<file path="src/rtl/irq_pkg.sv">
package irq_pkg;
  typedef struct packed {
    logic pend;
    logic lock;
  } irq_flags_t;

  localparam int unsigned MIN_SYNC_STAGES = 2;
endpackage

</file>
<file path="src/rtl/irq_rst_sync.sv">
module irq_rst_sync #(
  parameter int unsigned STAGES = 2
) (
  input  logic clk,
  input  logic rst_n,
  output logic rst_sync_n
);
  logic [STAGES-1:0] chain_q;
  logic [STAGES-1:0] chain_d;

  always_comb begin
    chain_d = {chain_q[STAGES-2:0], 1'b1};
  end

  always_ff @(posedge clk or negedge rst_n) begin
    if (!rst_n) chain_q <= '0;
    else        chain_q <= chain_d;
  end

  assign rst_sync_n = chain_q[STAGES-1];
endmodule

</file>
<file path="src/rtl/irq_req_sync.sv">
module irq_req_sync #(
  parameter int unsigned STAGES = irq_pkg::MIN_SYNC_STAGES
) (
  input  logic clk,
  input  logic rst_n,
  input  logic req_async,
  output logic req_edge
);
  logic [STAGES-1:0] sync_q;
  logic [STAGES-1:0] sync_d;
  logic              last_q;
  logic              level;

  generate
    if (STAGES < irq_pkg::MIN_SYNC_STAGES) begin : g_bad
      initial $error("irq_req_sync: STAGES below minimum");
    end
  endgenerate

  always_comb begin
    sync_d = {sync_q[STAGES-2:0], req_async};
  end

  always_ff @(posedge clk or negedge rst_n) begin
    if (!rst_n) begin
      sync_q <= '0;
      last_q <= 1'b0;
    end else begin
      sync_q <= sync_d;
      last_q <= level;
    end
  end

  assign level    = sync_q[STAGES-1];
  assign req_edge = level & ~last_q;

  // one rising level yields a single-cycle event
  p_edge_single_r9: assert property (@(posedge clk) disable iff (!rst_n)
    req_edge |=> !req_edge);
endmodule

</file>
<file path="src/rtl/irq_flag_ctrl.sv">
module irq_flag_ctrl
  import irq_pkg::*;
(
  input  logic clk,
  input  logic rst_n,
  input  logic req_edge,
  input  logic instr_end,
  input  logic rti,
  output logic take
);
  irq_flags_t flags_q;
  irq_flags_t flags_d;

  assign take = instr_end & flags_q.pend & ~flags_q.lock;

  always_comb begin
    flags_d = flags_q;
    if (take)     flags_d.pend = 1'b0;
    if (req_edge) flags_d.pend = 1'b1;
    if (rti)      flags_d.lock = 1'b0;
    if (take)     flags_d.lock = 1'b1;
  end

  always_ff @(posedge clk or negedge rst_n) begin
    if (!rst_n) flags_q <= '0;
    else        flags_q <= flags_d;
  end

  // entry raises the interlock
  p_entry_locks_r4: assert property (@(posedge clk) disable iff (!rst_n)
    take |=> flags_q.lock);
  // no take while locked
  p_no_take_locked_r4: assert property (@(posedge clk) disable iff (!rst_n)
    flags_q.lock |-> !take);
  // return drops the interlock
  p_rti_unlocks_r8: assert property (@(posedge clk) disable iff (!rst_n)
    (rti && !take) |=> !flags_q.lock);
  // a colliding edge keeps the request pending
  p_collide_keeps_r10: assert property (@(posedge clk) disable iff (!rst_n)
    (take && req_edge) |=> flags_q.pend);
  // plain entry consumes the request
  p_entry_clears_r11: assert property (@(posedge clk) disable iff (!rst_n)
    (take && !req_edge) |=> !flags_q.pend);
endmodule

</file>
<file path="src/rtl/irq_ret_store.sv">
module irq_ret_store #(
  parameter int unsigned ADDR_W = 14
) (
  input  logic              clk,
  input  logic              rst_n,
  input  logic              cap_en,
  input  logic [ADDR_W-1:0] pc,
  output logic [ADDR_W-1:0] ret_addr
);
  logic [ADDR_W-1:0] addr_q;
  logic [ADDR_W-1:0] addr_d;

  always_comb begin
    addr_d = addr_q;
    if (cap_en) addr_d = pc;
  end

  always_ff @(posedge clk or negedge rst_n) begin
    if (!rst_n) addr_q <= '0;
    else        addr_q <= addr_d;
  end

  assign ret_addr = addr_q;

  // capture of the program address on entry
  p_ret_saved_r5: assert property (@(posedge clk) disable iff (!rst_n)
    cap_en |=> ret_addr == $past(pc));
  // saved address unchanged without a new entry
  p_ret_stable_r8: assert property (@(posedge clk) disable iff (!rst_n)
    !cap_en |=> $stable(ret_addr));
endmodule

</file>
<file path="src/rtl/irq_lockctl_top.sv">
module irq_lockctl_top #(
  parameter int unsigned       ADDR_W      = 14,
  parameter int unsigned       SYNC_STAGES = 2,
  parameter logic [ADDR_W-1:0] VEC_ADDR    = 14'h0040
) (
  input  logic              clk,
  input  logic              rst_n,
  input  logic              irq_req_i,
  input  logic              instr_end_i,
  input  logic [ADDR_W-1:0] pc_i,
  input  logic              rti_i,
  output logic              take_o,
  output logic [ADDR_W-1:0] vector_o,
  output logic [ADDR_W-1:0] ret_addr_o
);
  logic rst_int_n;
  logic req_edge;

  irq_rst_sync #(.STAGES(2)) u_rst (
    .clk        (clk),
    .rst_n      (rst_n),
    .rst_sync_n (rst_int_n)
  );

  irq_req_sync #(.STAGES(SYNC_STAGES)) u_sync (
    .clk       (clk),
    .rst_n     (rst_int_n),
    .req_async (irq_req_i),
    .req_edge  (req_edge)
  );

  irq_flag_ctrl u_flags (
    .clk       (clk),
    .rst_n     (rst_int_n),
    .req_edge  (req_edge),
    .instr_end (instr_end_i),
    .rti       (rti_i),
    .take      (take_o)
  );

  irq_ret_store #(.ADDR_W(ADDR_W)) u_ret (
    .clk      (clk),
    .rst_n    (rst_int_n),
    .cap_en   (take_o),
    .pc       (pc_i),
    .ret_addr (ret_addr_o)
  );

  assign vector_o = VEC_ADDR;

  // diversion only at an instruction boundary
  p_take_at_end_r3: assert property (@(posedge clk) disable iff (!rst_int_n)
    take_o |-> instr_end_i);
endmodule

</file>
<file path="config.mk">
export PLATFORM = sky130hd
export DESIGN_NAME = irq_lockctl_top
export DESIGN_NICKNAME = d
export VERILOG_FILES = /design/src/rtl/irq_pkg.sv /design/src/rtl/irq_rst_sync.sv /design/src/rtl/irq_req_sync.sv /design/src/rtl/irq_flag_ctrl.sv /design/src/rtl/irq_ret_store.sv /design/src/rtl/irq_lockctl_top.sv
export SDC_FILE = /design/constraint.sdc
export NUM_CORES = 1
export LEC_CHECK = 0
export BUFFER_PORTS_ARGS = -buffer_cell sky130_fd_sc_hd__buf_2
export CORE_MARGIN = 2
export CORE_UTILIZATION = 39
export CTS_CLUSTER_SIZE = 28
export DETAILED_ROUTE_END_ITERATION = 12
export PLACE_DENSITY = 0.74
export SLEW_MARGIN = 20
export SYNTH_ARGS = -nofsm -noshare
export SYNTH_HDL_FRONTEND = slang
export SYNTH_SLANG_ARGS = --single-unit
</file>
<file path="constraint.sdc">
create_clock -name clk -period 1.2 [get_ports clk]
set_clock_uncertainty 0.1 [all_clocks]
set_input_delay 0.36 -clock clk [delete_from_list [all_inputs] [get_ports clk]]
set_output_delay 0.36 -clock clk [all_outputs]
set_load 0.02 [all_outputs]
</file>
==> run summary <==
Share of layout cells above drive strength 1 = 62.83%
Fin crit period = 1489 ps
Most frequent cells in the layout = 21 x dfrtp_1, 18 x buf_2, 16 x buf_6
Worst r2r src = u_flags.flags_q[0]
Final worst-path setup slack = -289.1 ps
Grt ovf = 0
Power Dens Cells = 2035 nW/um2
Clock buffer depth = 2
Drt wl/cell = 10.65 um
Initial antenna violation count = 0
First-pass GRT wire length = 2.504 mm
Initial core utilization = 40.55%
TNS Setup = -5197 ps
Worst path bufs/invs = 2
Startpoint types = register
H-tree depth = 1
Placed Area = 1081 um2
DRT Pass-1 Iters = 1
Largest area contributor in the netlist = dfrtp_1
Port bufs = 33
Die extent in x = 51.73 um
Die height = 51.73 um
Sink Count = 21
Simple-gate share of the synthesized area = 2.958%
Vias in the first global route = 608
Top delay family on crit path = flip-flops
WL final = 1.501 mm
Clk_lat worst skew = 300 ps
# diodes = 0
Synth Area in Compound Gates = 1.549%
DIE AREA = 2675 um2
Final #Nets = 133
Total power = 2.694 mW
TritonCTS clock tree = yes
Mean Syn Cell Area = 15.06 um2
Flop2flop setup slack = -270 ps
GRT Total Usage = 13.41%
Setup crit start = u_flags.flags_q[0]
Setup WS pre-CTS = -132.6 ps
Commonest non-fill, non-tap cell in the layout = dfrtp_1
Core Box Area = 2191 um2
Antenna Violating Nets Remaining = 0
Critical path fanouts, max = 2
Max-cap viol count = 0
Syn Inst Count = 59
Final std cells w/o fill = 141
Synth Area in XOR/XNOR = 0%
Multi-input gate area = 284.0 um2
Post-synthesis sequential area ratio = 59.15%
Post-synthesis cell area = 888.4 um2
Failing checks = negative setup slack
Seq. cell area = 525.5 um2
Initial DRC Count = 0
Routed vias/inst = 4.050
CP peak stage delay = 400 ps
Area share of the largest cell type after synthesis = 59.15%
CP endpoint = take_o
Area grow syn2layout = 49.01%
Final HPWL DP = 1.076 mm
Crit Path Category = reg -> out
Unrepaired setup endpoints after global routing = true
CP required = 740 ps
Largest cells by area after synthesis = dfrtp_1 59%, mux2_4 14%, buf_4 12%
Fillers = 186
Syn. warnings = 0
Drc violations = 0
Largest net degree at the start of global routing = 20
Period utilization = 124.1%
Peak supply drop = 1.367 mV
Synth Area in Adders = 0%
CP Depth = 3
HP Class = in -> reg
Critical path cell sequence = nand3b_4, clkinv_4, buf_6
DP Cell Count = 122
Mux share of post-synthesis cell area = 21.13%
Root Driver = clkbuf_4
Maximum clock rate = 671.6 MHz
Run status = finished, violations left
Hold Fails Final Rpt = 0
Setup Viol. Count Final = 29
Distinct cells, synth = 11
R2R depth = 5
GPL Wtd Cong = 0.6850
Post-synthesis register bit count = 21
CP max stage cell = dfrtp_1
Finished Cell Area = 1324 um2
Crit. End Element = primary output
Cell Rows = 17
Worst-path clk slew = 120 ps
Final Max Slew Viols = 0
Reg2reg end = u_ret.ret_addr[0]
Worst path arrival time = 1030 ps
Leakage = 0.7099 nW
I/O pin count = 48
CTS Buf Count = 3
Via Count = 571
Largest family of logic cells by synthesized area = multiplexers
## worst reg2reg max path: cells and delay by family (launching register included)
kind / cells / cell delay [ps]
buf+inv: 3 / 390
simple gates: 1 / 170
mux: 1 / 290
flops: 1 / 400
## logic make-up (layout without fill, tap and decap cells)
kind of cell / after synthesis / after routing
flops: 21 / 21
simple gates: 2 / 2
other cells: 2 / 15
buf+inv: 18 / 59
mux: 14 / 14
compound gates: 2 / 2
## cell type report
type	count	share of cell area (%)
Clock buffer	3	1.701
Clock inverter	1	0.5671
Inverter	3	1.229
Multi-Input combinational cell	33	21.46
Sequential cell	21	39.70
Tap cell	28	2.647
Timing Repair Buffer	52	32.70
## per-layer routing
layer  share of wire [%]  up-vias  track usage (%)
met1                  35      270            12.97
met3                 8.1        2            4.885
met4                0.73        0            7.895
met5                   0        -                0
li1                    -      270                -
met2                  56       29            24.15
## cells in the mapped netlist
master     n
o21ai_0    1
buf_4     14
inv_1      3
nand2b_1   1
nand3b_4   1
a22o_1     1
buf_6      1
mux2_2     6
dfrtp_1   21
mux2_4     8
conb_1     2
## registers in the layout, summed over array words and instances (netlist names)
| signal | count |
|---|---|
| u_sync.sync_q | 2 |
| u_rst.chain_q | 2 |
| u_ret.ret_addr | 14 |
| u_flags.flags_q | 2 |
| u_sync.last_q | 1 |
## metrics by stage
| step | utilization [%] | hold slack (ps) |
|---|---|---|
| finish | 60.42 | 56.39 |
| global route | 60.42 | 23.40 |
| CTS | 58.20 | 42.00 |
| detailed placement | 49.34 | 45.31 |
| global placement | 49.34 | 45.26 |
| floorplan | - | -35.59 |
## worst min-delay path by stage
stage               cells after the start                to      start  slack [ps]
finish                                  1  u_sync.sync_q[0]  irq_req_i          60
global route                            1  u_sync.sync_q[0]  irq_req_i          20
CTS                                     1  u_sync.sync_q[0]  irq_req_i          40
detailed placement                      1  u_rst.chain_q[0]      rst_n          50
global placement                        1  u_rst.chain_q[0]      rst_n          50
floorplan                               0  u_rst.chain_q[0]      rst_n         -40
## power breakdown
group | switching [mW] | internal [mW]
combinational | 0.501 | 0.804
clock | 0.209 | 0.127
sequential | 0.146 | 0.908
total | 0.855 | 1.84
## repair_timing
action	CTS	global route
resized for setup	30	2
endpoints found under the hold margin	2	0
hold buffers	1	0
buffers inserted	8	6
setup endpoints to repair	29	29
cloned	0	0
Note: power is estimated with default switching activity, not from simulation.
